$ cat config.mk
export PLATFORM = sky130hd
export DESIGN_NAME = exp_tree_expander
export DESIGN_NICKNAME = d
export VERILOG_FILES = /design/src/rtl/exp_pkg.sv /design/src/rtl/exp_tree_rom.sv /design/src/rtl/exp_sequencer.sv /design/src/rtl/exp_asm_buffer.sv /design/src/rtl/exp_tree_expander.sv
export SDC_FILE = /design/constraint.sdc
export NUM_CORES = 1
export LEC_CHECK = 0
export ABC_CLOCK_PERIOD_IN_PS = 3600
export BUFFER_PORTS_ARGS = -buffer_cell sky130_fd_sc_hd__buf_2
export CORE_MARGIN = 2
export CORE_UTILIZATION = 40
export CTS_BUF_LIST = sky130_fd_sc_hd__clkbuf_2 sky130_fd_sc_hd__clkbuf_4 sky130_fd_sc_hd__clkbuf_8
export CTS_CLUSTER_SIZE = 12
export DETAILED_ROUTE_END_ITERATION = 12
export PLACE_DENSITY = 0.82
export SLEW_MARGIN = 30
export SYNTH_ARGS = -nofsm -noshare
export SYNTH_HDL_FRONTEND = slang
export SYNTH_SLANG_ARGS = --single-unit
$ cat constraint.sdc
create_clock -name clk -period 3.6 [get_ports clk]
set_clock_uncertainty 0.15 [all_clocks]
set_input_delay 0.18 -clock clk [delete_from_list [all_inputs] [get_ports clk]]
set_output_delay 0.18 -clock clk [all_outputs]
set_load 0.02 [all_outputs]
$ cat src/rtl/exp_pkg.sv
// Package: shared types and the constant tree-table generators for the
// expression tree instruction expander. Assumes 16-bit instruction words
// made of an 8-bit opcode plus an 8-bit operand field.
package exp_pkg;

    localparam int WORD_W   = 16;
    localparam int OP_W     = 8;
    localparam int IMM_W    = 7;
    localparam int MODE_W   = 3;
    localparam int REG_W    = 3;
    localparam int CWORD_W  = 12;
    localparam int COFF_W   = 4;
    localparam int CNT_W    = 8;
    localparam logic [OP_W-1:0] BR_OPCODE = 8'hBF;

    typedef enum logic [1:0] {
        ST_IDLE   = 2'd0,
        ST_EMIT   = 2'd1,
        ST_TARGET = 2'd2
    } seq_state_e;

    typedef struct packed {
        logic [OP_W-1:0]   opcode;
        logic              indirect;
        logic [IMM_W-1:0]  immed;
        logic [MODE_W-1:0] ind_mode;
        logic [REG_W-1:0]  next_reg;
        logic              is_branch;
    } instr_fields_t;

    typedef struct packed {
        logic [CNT_W-1:0]   count;
        logic               has_branch;
        logic [WORD_W-1:0]  uaddr;
        logic [CWORD_W-1:0] cword;
        logic [COFF_W-1:0]  coff;
    } tree_hdr_t;

    // Number of instructions held by tree t.
    function automatic int tree_len(int t, int max_instr);
        return (t % max_instr) + 1;
    endfunction

    // Per-tree header: length, branch presence and both target forms.
    function automatic tree_hdr_t make_hdr(int t, int max_instr, int branch_from);
        tree_hdr_t h;
        h.count      = CNT_W'(tree_len(t, max_instr));
        h.has_branch = (t >= branch_from);
        h.uaddr      = WORD_W'(4096 + t * 32);
        h.cword      = CWORD_W'(512 + t);
        h.coff       = COFF_W'(t * 5);
        return h;
    endfunction

    // Field set of instruction j in tree t; unused slots are all zero.
    function automatic instr_fields_t make_fields(int t, int j, int max_instr,
                                                  int branch_from);
        instr_fields_t f;
        int n;
        f = '0;
        n = tree_len(t, max_instr);
        if (j < n) begin
            if ((t >= branch_from) && (j == n - 1)) begin
                f.opcode    = BR_OPCODE;
                f.immed     = IMM_W'(t);
                f.is_branch = 1'b1;
            end else begin
                f.opcode = OP_W'(16 + max_instr * t + j);
                if ((j % 2) == 1) begin
                    f.indirect = 1'b1;
                    f.ind_mode = MODE_W'(j);
                    f.next_reg = REG_W'(t);
                end else begin
                    f.immed = IMM_W'(t * 8 + j);
                end
            end
        end
        return f;
    endfunction

endpackage

$ cat src/rtl/exp_tree_rom.sv
// Module: constant tree table. Returns the header of the selected tree and
// the instruction fields of one slot of it. Purely combinational.
// Assumes tree_idx < NUM_TREES and slot < MAX_INSTR.
module exp_tree_rom #(
    parameter int NUM_TREES   = 8,
    parameter int MAX_INSTR   = 4,
    parameter int BRANCH_FROM = 4,
    localparam int IDX_W  = $clog2(NUM_TREES),
    localparam int SLOT_W = (MAX_INSTR > 1) ? $clog2(MAX_INSTR) : 1
) (
    input  logic [IDX_W-1:0]         tree_idx,
    input  logic [SLOT_W-1:0]        slot,
    output exp_pkg::tree_hdr_t       hdr,
    output exp_pkg::instr_fields_t   fields
);
    import exp_pkg::*;

    tree_hdr_t     hdr_tab [NUM_TREES];
    instr_fields_t fld_tab [NUM_TREES][MAX_INSTR];

    // Table contents computed at elaboration from the generator functions.
    for (genvar t = 0; t < NUM_TREES; t++) begin : g_tree
        assign hdr_tab[t] = make_hdr(t, MAX_INSTR, BRANCH_FROM);
        for (genvar j = 0; j < MAX_INSTR; j++) begin : g_slot
            assign fld_tab[t][j] = make_fields(t, j, MAX_INSTR, BRANCH_FROM);
        end
    end

    // Table lookup with a guard for indices outside the table.
    always_comb begin
        hdr    = '0;
        fields = '0;
        if (int'(tree_idx) < NUM_TREES) begin
            hdr = hdr_tab[tree_idx];
            if (int'(slot) < MAX_INSTR) begin
                fields = fld_tab[tree_idx][slot];
            end
        end
    end

endmodule

$ cat src/rtl/exp_sequencer.sv
// Module: tree sequencer. Accepts a tree index when idle, steps through the
// instruction slots on each output handshake, inserts the target word after
// a branch, and keeps a hold bit for the branch flag once the tree is done.
// Assumes the header inputs describe the tree held in tree_q.
module exp_sequencer #(
    parameter int NUM_TREES = 8,
    parameter int MAX_INSTR = 4,
    localparam int IDX_W  = $clog2(NUM_TREES),
    localparam int SLOT_W = (MAX_INSTR > 1) ? $clog2(MAX_INSTR) : 1
) (
    input  logic                          clk,
    input  logic                          rst_n,
    input  logic                          cw_valid,
    input  logic [IDX_W-1:0]              cw_idx,
    input  logic                          instr_ready,
    input  logic [exp_pkg::CNT_W-1:0]     tree_count,
    input  logic                          tree_has_branch,
    output exp_pkg::seq_state_e           state_q,
    output logic [IDX_W-1:0]              tree_q,
    output logic [SLOT_W-1:0]             slot_q,
    output logic                          hold_q,
    output logic                          cw_ready,
    output logic                          instr_valid
);
    import exp_pkg::*;

    logic fire;
    logic take;
    logic last_slot;

    // Handshake decode for both sides.
    always_comb begin
        cw_ready    = (state_q == ST_IDLE);
        instr_valid = (state_q != ST_IDLE);
        take        = cw_valid && cw_ready;
        fire        = instr_valid && instr_ready;
        last_slot   = (CNT_W'(slot_q) == (tree_count - CNT_W'(1)));
    end

    // State, slot pointer, tree register and branch hold bit.
    always_ff @(posedge clk) begin
        if (!rst_n) begin
            state_q <= ST_IDLE;
            tree_q  <= '0;
            slot_q  <= '0;
            hold_q  <= 1'b0;
        end else begin
            case (state_q)
                ST_IDLE: begin
                    if (take) begin
                        tree_q  <= cw_idx;
                        slot_q  <= '0;
                        hold_q  <= 1'b0;
                        state_q <= ST_EMIT;
                    end
                end
                ST_EMIT: begin
                    if (fire) begin
                        if (last_slot) begin
                            state_q <= tree_has_branch ? ST_TARGET : ST_IDLE;
                        end else begin
                            slot_q <= slot_q + SLOT_W'(1);
                        end
                    end
                end
                ST_TARGET: begin
                    if (fire) begin
                        state_q <= ST_IDLE;
                        hold_q  <= 1'b1;
                    end
                end
                default: state_q <= ST_IDLE;
            endcase
        end
    end

endmodule

$ cat src/rtl/exp_asm_buffer.sv
// Module: instruction assembly buffer. Packs the field set of the current
// slot into a 16-bit word, substitutes the uncompressed target in the
// target phase, and forms the branch flag. Combinational.
module exp_asm_buffer (
    input  exp_pkg::seq_state_e            state_q,
    input  logic                           hold_q,
    input  exp_pkg::instr_fields_t         fields,
    input  logic [exp_pkg::WORD_W-1:0]     uaddr,
    output logic [exp_pkg::WORD_W-1:0]     instr_word,
    output logic                           branch_flag
);
    import exp_pkg::*;

    logic [WORD_W-1:0] packed_word;

    // Operand layout selected by the addressing mode bit.
    always_comb begin
        if (fields.indirect) begin
            packed_word = {fields.opcode, 1'b1, fields.ind_mode, 1'b0, fields.next_reg};
        end else begin
            packed_word = {fields.opcode, 1'b0, fields.immed};
        end
    end

    // Output word mux and branch flag.
    always_comb begin
        case (state_q)
            ST_EMIT:   instr_word = packed_word;
            ST_TARGET: instr_word = uaddr;
            default:   instr_word = '0;
        endcase
        branch_flag = hold_q
                   || (state_q == ST_TARGET)
                   || ((state_q == ST_EMIT) && fields.is_branch);
    end

endmodule

$ cat src/rtl/exp_tree_expander.sv
// Module: top of the expression tree instruction expander. Takes one tree
// index from the fetch side and emits the tree's instruction words toward
// the core with a valid/ready handshake. Branch targets in both forms are
// exported while the branch flag is high.
// Assumes cw_idx < NUM_TREES.
module exp_tree_expander #(
    parameter int NUM_TREES   = 8,
    parameter int MAX_INSTR   = 4,
    parameter int BRANCH_FROM = 4,
    localparam int IDX_W = $clog2(NUM_TREES)
) (
    input  logic                           clk,
    input  logic                           rst_n,
    input  logic                           cw_valid,
    input  logic [IDX_W-1:0]               cw_idx,
    output logic                           cw_ready,
    output logic                           instr_valid,
    input  logic                           instr_ready,
    output logic [exp_pkg::WORD_W-1:0]     instr_word,
    output logic                           branch_flag,
    output logic [exp_pkg::WORD_W-1:0]     br_uaddr,
    output logic [exp_pkg::CWORD_W-1:0]    br_cword,
    output logic [exp_pkg::COFF_W-1:0]     br_coff
);
    import exp_pkg::*;

    localparam int SLOT_W = (MAX_INSTR > 1) ? $clog2(MAX_INSTR) : 1;

    seq_state_e    state_q;
    logic [IDX_W-1:0]  tree_q;
    logic [SLOT_W-1:0] slot_q;
    logic          hold_q;
    tree_hdr_t     hdr;
    instr_fields_t fields;

    exp_tree_rom #(
        .NUM_TREES  (NUM_TREES),
        .MAX_INSTR  (MAX_INSTR),
        .BRANCH_FROM(BRANCH_FROM)
    ) u_rom (
        .tree_idx(tree_q),
        .slot    (slot_q),
        .hdr     (hdr),
        .fields  (fields)
    );

    exp_sequencer #(
        .NUM_TREES(NUM_TREES),
        .MAX_INSTR(MAX_INSTR)
    ) u_seq (
        .clk            (clk),
        .rst_n          (rst_n),
        .cw_valid       (cw_valid),
        .cw_idx         (cw_idx),
        .instr_ready    (instr_ready),
        .tree_count     (hdr.count),
        .tree_has_branch(hdr.has_branch),
        .state_q        (state_q),
        .tree_q         (tree_q),
        .slot_q         (slot_q),
        .hold_q         (hold_q),
        .cw_ready       (cw_ready),
        .instr_valid    (instr_valid)
    );

    exp_asm_buffer u_asm (
        .state_q    (state_q),
        .hold_q     (hold_q),
        .fields     (fields),
        .uaddr      (hdr.uaddr),
        .instr_word (instr_word),
        .branch_flag(branch_flag)
    );

    // Both target forms come from the header of the tree last accepted.
    always_comb begin
        br_uaddr = hdr.uaddr;
        br_cword = hdr.cword;
        br_coff  = hdr.coff;
    end

endmodule

Word-level counts from Yosys, hierarchy flattened

Memory sizes are Yosys's and may differ from the RTL's.
Index checks and enable logic that the tools add are counted.

$add $sub $neg: 2
Order comparisons: 2
Equal/unequal tests: 8
Multiplexer cells: 22
Bitwise logic cells: 2
Reduce and logical (&&, ||, !) cells: 13

Operators by type and width:

| kind                  | number |
|---|---|
| $mux W92              | 2 |
| $mux W41              | 2 |
| $bmux W23 S2          | 1 |
| $mux W23              | 2 |
| $pmux W16 S2          | 1 |
| $mux W2               | 8 |
| $eq A2 B8 Y1          | 1 |
| $mux W8               | 1 |
| $ne A2 B2 Y1 const B  | 4 |
| $reduce_and A4 Y1     | 2 |
| $sub A8 B1 Y8 const B | 1 |
| $pmux W2 S3           | 1 |
| $reduce_bool A2 Y1    | 3 |
| $ge A4 B4 Y1 const B  | 1 |
| $not A3 Y4            | 1 |
| $pmux W2 S2           | 1 |
| $ge A3 B3 Y1 const B  | 1 |
| $logic_and A1 B1 Y1   | 3 |
| $not A2 Y3            | 1 |
| $reduce_and A3 Y1     | 1 |
| $add A2 B1 Y2 const B | 1 |
| $eq A2 B1 Y1 const B  | 1 |
| $eq A2 B2 Y1 const B  | 1 |
| $logic_not A2 Y1      | 1 |
| other kinds (5)       | 7 |

Bits in registers: 8
ROM bits: 1064
Logic and storage cells: 55
Memories kept: 2

Memory list:

| memory          | words | bits a word | read ports | clocked after Yosys merged registers in | wr ports | line               | RTL |
|---|---|---|---|---|---|---|---|
| (no name shown) | 8     | 92          | 1          | 0                                       | 0        | exp_tree_rom.sv:36 | `fields = fld_tab[tree_idx][slot];` |
| (no name shown) | 8     | 41          | 1          | 0                                       | 0        | exp_tree_rom.sv:34 | `hdr = hdr_tab[tree_idx];` |

Logic depth before layout (Yosys ltp)

Gate-level depths: netlist of the first run.

Depth in word-level cells: 9
Depth in mapped cells: 7
Mapped depth without buffers: 6

Modules after synthesis

Synthesis of the first run repeated with hierarchy kept, for this count alone.

Cell total of the unflattened synthesis: 220
Area total of the unflattened synthesis: 1645.3 um2

Modules (own cells, without submodules):

| module         | times used | cells each | area an instance (um2) | seq. area each (um2) |
|---|---|---|---|---|
| exp_tree_rom   | 1          | 117        | 812.0                  | 0.0 |
| exp_sequencer  | 1          | 58         | 501.7                  | 160.2 |
| exp_asm_buffer | 1          | 45         | 331.6                  | 0.0 |

Worst setup path before layout of the first run

OpenSTA, ideal clock, no wires.

Kind: register to output
Start: register u_seq.tree_q[1]
End: output instr_word[0] (netlist bit)
Arrival time: 2686 ps
Path slack: 584 ps
Stages on the path, launching flop included: 8
Path buffers: 1
Path through: dfxtp_1 > buf_2 > inv_1 > ha_1 > nor2b_1 > a211oi_1 > a21oi_1 > a2111oi_0

Word-level cells in the longest chain between the ends: 9
Elaborated cells on any way between the ends: 12
Those cells by class: 9 x mux; 1 x bitwise; 2 x memory

RTL lines:

| element                                      | line                                   | RTL |
|---|---|---|
| start: declaration                           | exp_sequencer.sv:19                    | `output logic [IDX_W-1:0] tree_q,` |
| start signal: assignment                     | exp_sequencer.sv:51                    | `tree_q <= cw_idx;` |
| $not A3 Y4 (not written as such) *           | exp_tree_rom.sv:34, exp_tree_rom.sv:36 |  |
| $mem_v2 Z8 W92                               | n/a                                    |  |
| $mux W92 (not written as such) (2 in series) | exp_tree_rom.sv:36                     |  |
| $bmux W23 S2                                 | exp_tree_rom.sv:36                     |  |
| $mux W23 (not written as such) (2 in series) | exp_tree_rom.sv:36                     |  |
| $mux W8                                      | exp_asm_buffer.sv:18                   | `if (fields.indirect) begin` |
| $pmux W16 S2 *                               | exp_asm_buffer.sv:27                   | `case (state_q)` |
| end: declaration                             | exp_tree_expander.sv:19                | `output logic [exp_pkg::WORD_W-1:0] instr_word,` |

Mark *: on every way between the ends. The rest lies on a longest branch, timed or not. The select of a mux whose other input is x is not followed.

Worst setup path in the final report of the first run

Ends and elaborated chain as after synthesis.

==> run_results.csv, run 1 <==
group,metric,value,unit
cts,post_cts_buffers,0,
final_layout,fillers,350,
pwr,power_frac_comb,0.538,
pwr,vdd_drop_max,0.0002288,V
final_layout,drive_gt1_frac,0.2069,
detailed_routing,wire_per_inst,12.26,um
sta,relSlewSlack,0.3790,
floorplanning,die_area,3732,um2
detailed_routing,viasPerCell,5.089,
yosys,avgSynthCellArea,7.086,um2
yosys,synthTopCellsByArea,"buf_4 (17%), dfxtp_1 (12%), ha_1 (9.6%), nand2_1 (5.8%), a21oi_1 (5.4%)",
cts,cts.sinks,8,
sta,worst_pin_slew,0.9302,ns
pwr,cellPowerDensity,295.5,nW/um2
detailed_routing,drt_iter0_drc,73,
sta,max_freq,0.3351,GHz
sta,slew_viol_final,0,
cts,cts_buffer_depth,2,
setup_path,worst_setup_path_end_kind,"output port",
yosys,yosysMostFrequentCell,"buf_4",
detailed_routing,drcViolationCount,0,
detailed_routing,wl,3.027,mm
hold_path,holdPathStages,3,
yosys,synth_top_area_cell,"buf_4",
final_layout,diodes,0,
placement,place.gp.congestion,0.9310,
placement,placed_cells,244,
sta,post-route-min-period,2.984,ns
global_route,grt_max_degree,30,
setup_path,slowest_stage,"dfxtp_1",
cts,cts-root-buf,"clkbuf_4",
detailed_routing,first_pass_iters,4,
detailed_routing,vias,1257,
yosys,async_flop_share,0,
pwr,p_int,206.4,uW
final_layout,multi_input_area,910.9,um2
floorplanning,start_util,0.4236,
pwr,p_clk_frac,0.174,
floorplanning,rows,20,
yosys,synth_edf_count,0,
setup_path,crit_fanout,18,
status,status,"finished, final reports clean",
global_route,grt_pass1_vias,1021,
floorplanning,die_h,61.09,um
floorplanning,ios,58,
setup_path,r2r_cells,6,
setup_path,required,3.27,ns
yosys,syn_area,1304,um2
final_layout,ff_latch_area,160.2,um2
setup_path,start_kind,"flop",
cts,cts_resized,0,
global_route,grt_overflow,0,
cts,cts_made_buffers,3,
cts,hold_buffers,0,
job,drv_cap,0,
yosys,ys_types,39,
yosys,synth_ff_type,"dfxtp_1",
sta,hold_violations,0,
setup_path,cp_slowest_stage_delay,0.67,ns
pwr,pwr-share-seq,0.288,
final_layout,fin_util,0.4394,
floorplanning,core-area,3078,um2
detailed_routing,ant_nets,0,
yosys,postSynthCellCount,184,
global_route,grt_usage,0.1694,
yosys,yosysSeqAreaShare,0.1228,
sta,setup_tns,0,ns
setup_path,crit_type,"reg2out",
pwr,leakagePower,0.0006263,uW
yosys,ys_ff_latch,8,
cts,htree_levels,1,
yosys,yosys_warnings,0,
global_route,grt_antenna_before_repair,0,
final_layout,fin_cells,247,
sta,fin_crit_sh,0.8290,
yosys,yosys-top-cells-count,"buf_4 (29), nand2_1 (20), nor2_1 (16)",
placement,place_hpwl,2.299,mm
final_layout,area_growth,3.743,%
hold_path,hp-class,"in2reg",
cts,clk_pin_slew,0.05,ns
final_layout,fin_nets,222,
global_route,grt_pass1_wl,4.830,mm
sta,grt_setup_unrepaired,"false",
setup_path,path_cells,"inv_1, ha_1, nor2b_1, a211oi_1, a21oi_1, a2111oi_0, buf_2",
placement,io_buffer_count,34,
floorplanning,die_x,61.09,um
setup_path,crit_arrival,2.65,ns
sta,finalSetupViolCount,0,
cts,insertion_delay,0.26,ns
yosys,synth_top_area_frac,0.1670,
pwr,power.switching,193.3,uW
pwr,swShare,0.4835,
cts,cts_tree,"done",
final cells by class:
| cell class | count | area share |
|---|---|---|
| tap | 44 | 0.04070 |
| timing repair buffer | 34 | 0.1258 |
| inverter | 9 | 0.02498 |
| multi-input combinational | 149 | 0.6734 |
| sequential | 8 | 0.1184 |
| clock buffer | 3 | 0.01665 |
per-layer routing:
layer / global-route usage / share of wire / vias up
met5: 0 / 0 / -
met2: 0.2538 / 0.47 / 61
met3: 0.03361 / 0.084 / 4
met4: 0.04348 / 0.0063 / 0
li1: - / - / 630
met1: 0.2487 / 0.44 / 562
metrics by stage:
stage / cell area (um2) / hold slack [ns] / total power, uW / setup WS [ns]
2_1_floorplan: 1383 / 0.1775 / 309.7 / 0.5837
3_3_place_gp: 1330 / 0.2939 / 327.3 / 1.002
3_5_place_dp: 1330 / 0.3015 / 328.9 / 0.9463
4_1_cts: 1353 / 0.03472 / 399.5 / 0.6560
5_1_grt: 1353 / 0.03327 / 433.2 / 0.2775
6_report: 1353 / 0.03632 / 399.7 / 0.6157
cells in the final DEF, fill, tap and decap left out, types with 2 or more instances in the layout:
cell      count
buf_2        34
conb_1       23
nand2_1      20
nor2_1       16
a21oi_1      14
ha_1         10
dfxtp_1       8
inv_1         7
nand3_1       7
nor2b_1       6
a211oi_1      5
o21ai_0       5
nand2b_1      5
a31oi_1       4
mux2i_1       4
o21a_1        3
o221ai_1      3
clkbuf_4      3
clkinv_1      2
o31ai_1       2
nand4_1       2
mux2_2        2
a21boi_0      2
or3_1         2
o211ai_1      2
worst max-delay path: cells and delay by family, from the launching register on:
kind            cells  cell delay, ns
compound gates      3            0.71
fa+ha+maj           1            0.33
buf+inv             2            0.52
flops               1            0.67
simple gates        1            0.17
sequential cells by signal, summed over array words and instances, names as in the netlist:
register	cells
u_seq.hold_q	1
u_seq.slot_q	2
u_seq.state_q	2
u_seq.tree_q	3
worst paths after layout:
path	startpoint	slack (ns)	end
max	u_seq.tree_q[1]$_SDFFE_PN0P_	0.62	instr_word[0]
min reg2reg	u_seq.state_q[0]$_SDFFE_PN0P_	0.35	u_seq.state_q[0]$_SDFFE_PN0P_
min	cw_idx[2]	0.04	u_seq.tree_q[2]$_SDFFE_PN0P_
max reg2reg	u_seq.tree_q[1]$_SDFFE_PN0P_	1.29	u_seq.state_q[1]$_SDFFE_PN0P_
power by group through the flow:
stage	clock, uW	sequential (uW)	combinational [uW]
floorplan	0	105	204
global placement	0	116	211
detailed placement	0	117	212
CTS	71.2	115	213
global route	79.7	117	236
finish	69.4	115	215
cell families after synthesis:
family / count (synthesis) / share of synthesized area
other cells: 2 / 0.005760
simple gates: 62 / 0.2227
mux: 7 / 0.06526
fa+ha+maj: 10 / 0.09597
compound gates: 45 / 0.2246
buf+inv: 48 / 0.2390
flops: 8 / 0.1228
xor+xnor: 2 / 0.02399
(Power assumes the default switching activity.)
==> run 2, diff against run 1 <==
ABC_AREA = 1   (was unset)
ABC_CLOCK_PERIOD_IN_PS = 2700   (was 3600)
PLACE_DENSITY = 0.84   (was 0.82)
clock period = 2.7 ns   (was 3.6 ns; I/O delays follow)
==> run_results.csv, run 2 <==
group,metric,value,unit
cts,post_cts_buffers,0,
detailed_routing,vias,1292,
detailed_routing,drt_iter0_drc,72,
sta,finalSetupViolCount,0,
sta,holdWs,0.009974,ns
placement,place.gp.congestion,1.013,
cts,cts_buffer_depth,2,
final_layout,fin_util,0.4463,
pwr,cellPowerDensity,586.3,nW/um2
final_layout,fin_cells,264,
floorplanning,ios,58,
global_route,grt_pass1_vias,1107,
detailed_routing,drcViolationCount,0,
floorplanning,rows,20,
global_route,grt_pass1_wl,4.954,mm
cts,cts_tree,"done",
yosys,synth_edf_count,0,
final_layout,largest_register_ffs,3,
sta,relSlewSlack,0.6044,
placement,dp_slack,0.5817,ns
setup_path,timing.critical_path.buf_inv,1,
placement,io_buffer_count,34,
yosys,yosysMostFrequentCell,"nand2_1",
yosys,syn_area,1285,um2
yosys,yosysSeqAreaShare,0.1246,
yosys,synth_top_area_frac,0.1753,
global_route,grt_overflow,0,
cts,hold_buffers,1,
sta,post-route-min-period,2.416,ns
cts,insertion_delay,0.26,ns
setup_path,slowest_stage,"dfxtp_1",
sta,max_freq,0.4139,GHz
sta,setup_tns,0,ns
setup_path,crit_arrival,2.13,ns
final_layout,area_growth,6.037,%
detailed_routing,wl,3.088,mm
yosys,yosys_warnings,0,
global_route,grt_usage,0.1761,
floorplanning,die_x,60.68,um
detailed_routing,first_pass_iters,4,
global_route,grt_antenna_before_repair,0,
final_layout,most-common-layout-cells,"buf_2 (34), nand2_1 (31), conb_1 (23)",
setup_path,start_kind,"flop",
global_route,grt_max_degree,15,
status,status,"finished, final reports clean",
final_layout,regMostFlops,"u_seq.tree_q",
sta,slew_viol_final,0,
cts,cts-root-buf,"clkbuf_4",
detailed_routing,viasPerCell,4.894,
setup_path,crit_type,"reg2out",
final_layout,diodes,0,
final_layout,final_common_cell,"buf_2",
cts,cts.sinks,8,
sta,fin_ws,0.2837,ns
floorplanning,die_h,60.68,um
sta,hold_violations,0,
placement,placed_cells,260,
setup_path,required,2.41,ns
detailed_routing,wire_per_inst,11.70,um
setup_path,cp_slowest_stage_delay,0.60,ns
cts,htree_levels,1,
setup_path,crit_fanout,12,
floorplanning,start_util,0.4209,
sta,worst_pin_slew,0.5926,ns
final_layout,largestRegisters,"u_seq.tree_q (3), u_seq.slot_q (2), u_seq.state_q (2)",
setup_path,path_cells,"ha_1, nand2_2, nand2_2, nand2_1, a21oi_2, nand2_1, a21oi_1, buf_2",
hold_path,hp-class,"in2reg",
final_layout,fin_nets,239,
sta,fin_crit_sh,0.8949,
floorplanning,die_area,3682,um2
yosys,yosys-top-cells-count,"nand2_1 (31), buf_4 (30), inv_1 (16)",
yosys,avgSynthCellArea,6.624,um2
final_layout,drive_gt1_frac,0.3045,
yosys,synth_top_area_cell,"buf_4",
setup_path,cp_top_family,"flip-flops",
placement,place_hpwl,2.435,mm
yosys,synthTopCellsByArea,"buf_4 (18%), dfxtp_1 (12%), ha_1 (9.7%), nand2_1 (9.1%), a21oi_1 (5.1%)",
pwr,vdd_drop_max,0.0002007,V
cts,clk_pin_slew,0.06,ns
yosys,ys_ff_latch,8,
yosys,postSynthCellCount,194,
cts,cts_made_buffers,3,
detailed_routing,ant_nets,0,
yosys,async_flop_share,0,
yosys,synth_ff_type,"dfxtp_1",
pwr,leakagePower,0.0007266,uW
cts,cts_resized,0,
floorplanning,core-area,3053,um2
job,drv_cap,0,
yosys,ys_types,31,
setup_path,worst_setup_path_end_kind,"output port",
sta,grt_setup_unrepaired,"false",
run 2: cell types whose count changed in the layout (fill, tap and decap cells not counted), sizes merged, moves of 3 or more:
cell	change
o21a	-3
o21ai	+13
inv	+16
a31oi	-3
o221ai	-3
nand2b	-5
a21oi	+4
nand2	+17
nor3	+5
mux2i	-4
nor2b	-6
run 2: worst register-to-register path, cell delays in order (launching register included):
cell     delay (ns)
dfxtp_1        0.60
inv_2          0.20
ha_1           0.35
inv_1          0.11
nand2_4        0.06
nand2_1        0.06
nand2_1        0.06
nand3_2        0.11
nand2_2        0.07
nand2_1        0.08
nand2_1        0.06
a21oi_2        0.12
run 2: per-layer routing:
layer,up-vias,GRT usage,part of all wire
met5,-,0,0
met4,0,0.06522,0.017
met3,7,0.02345,0.088
met2,70,0.2903,0.47
met1,575,0.2345,0.43
li1,640,-,-
run 2: layout make-up:
class	count	area, um2
Multi-Input combinational cell	150	852.1
Inverter	24	92.59
Timing Repair Buffer	35	180.2
Tap cell	44	55.05
Fill cell	331	1690
Sequential cell	8	160.2
Clock buffer	3	22.52
run 2: metrics by stage:
step	cell area (um2)	total power [uW]
after floorplan	1364	627.8
after global placement	1330	686.1
after detailed placement	1330	697.2
after CTS	1363	795.1
after global routing	1363	868.1
final	1363	798.8
run 2: cells by family (layout without fill, tap and decap cells):
| logic type | count (synthesis) | count (layout) | synth area share |
|---|---|---|---|
| simple gates | 67 | 67 | 0.2551 |
| buf+inv | 57 | 62 | 0.2736 |
| compound gates | 49 | 49 | 0.2366 |
| fa+ha+maj | 10 | 10 | 0.09737 |
| flops | 8 | 8 | 0.1246 |
| other cells | 2 | 23 | 0.005844 |
| xor+xnor | 1 | 1 | 0.006817 |
run 2: worst paths after layout:
check | start | to | slack [ns] | cells past startpoint
max | u_seq.tree_q[0]$_SDFFE_PN0P_ | instr_word[2] | 0.28 | 8
min | cw_idx[0] | u_seq.tree_q[0]$_SDFFE_PN0P_ | 0.01 | 3
max reg2reg | u_seq.tree_q[0]$_SDFFE_PN0P_ | u_seq.state_q[0]$_SDFFE_PN0P_ | 0.60 | 11
min reg2reg | u_seq.hold_q$_SDFFE_PN0P_ | u_seq.hold_q$_SDFFE_PN0P_ | 0.33 | 2
run 2: power by group:
part / total (uW) / internal, uW / switching (uW)
sequential: 179 / 136 / 43.1
clock: 95.6 / 51.1 / 44.5
combinational: 524 / 161 / 363
total: 799 / 349 / 450
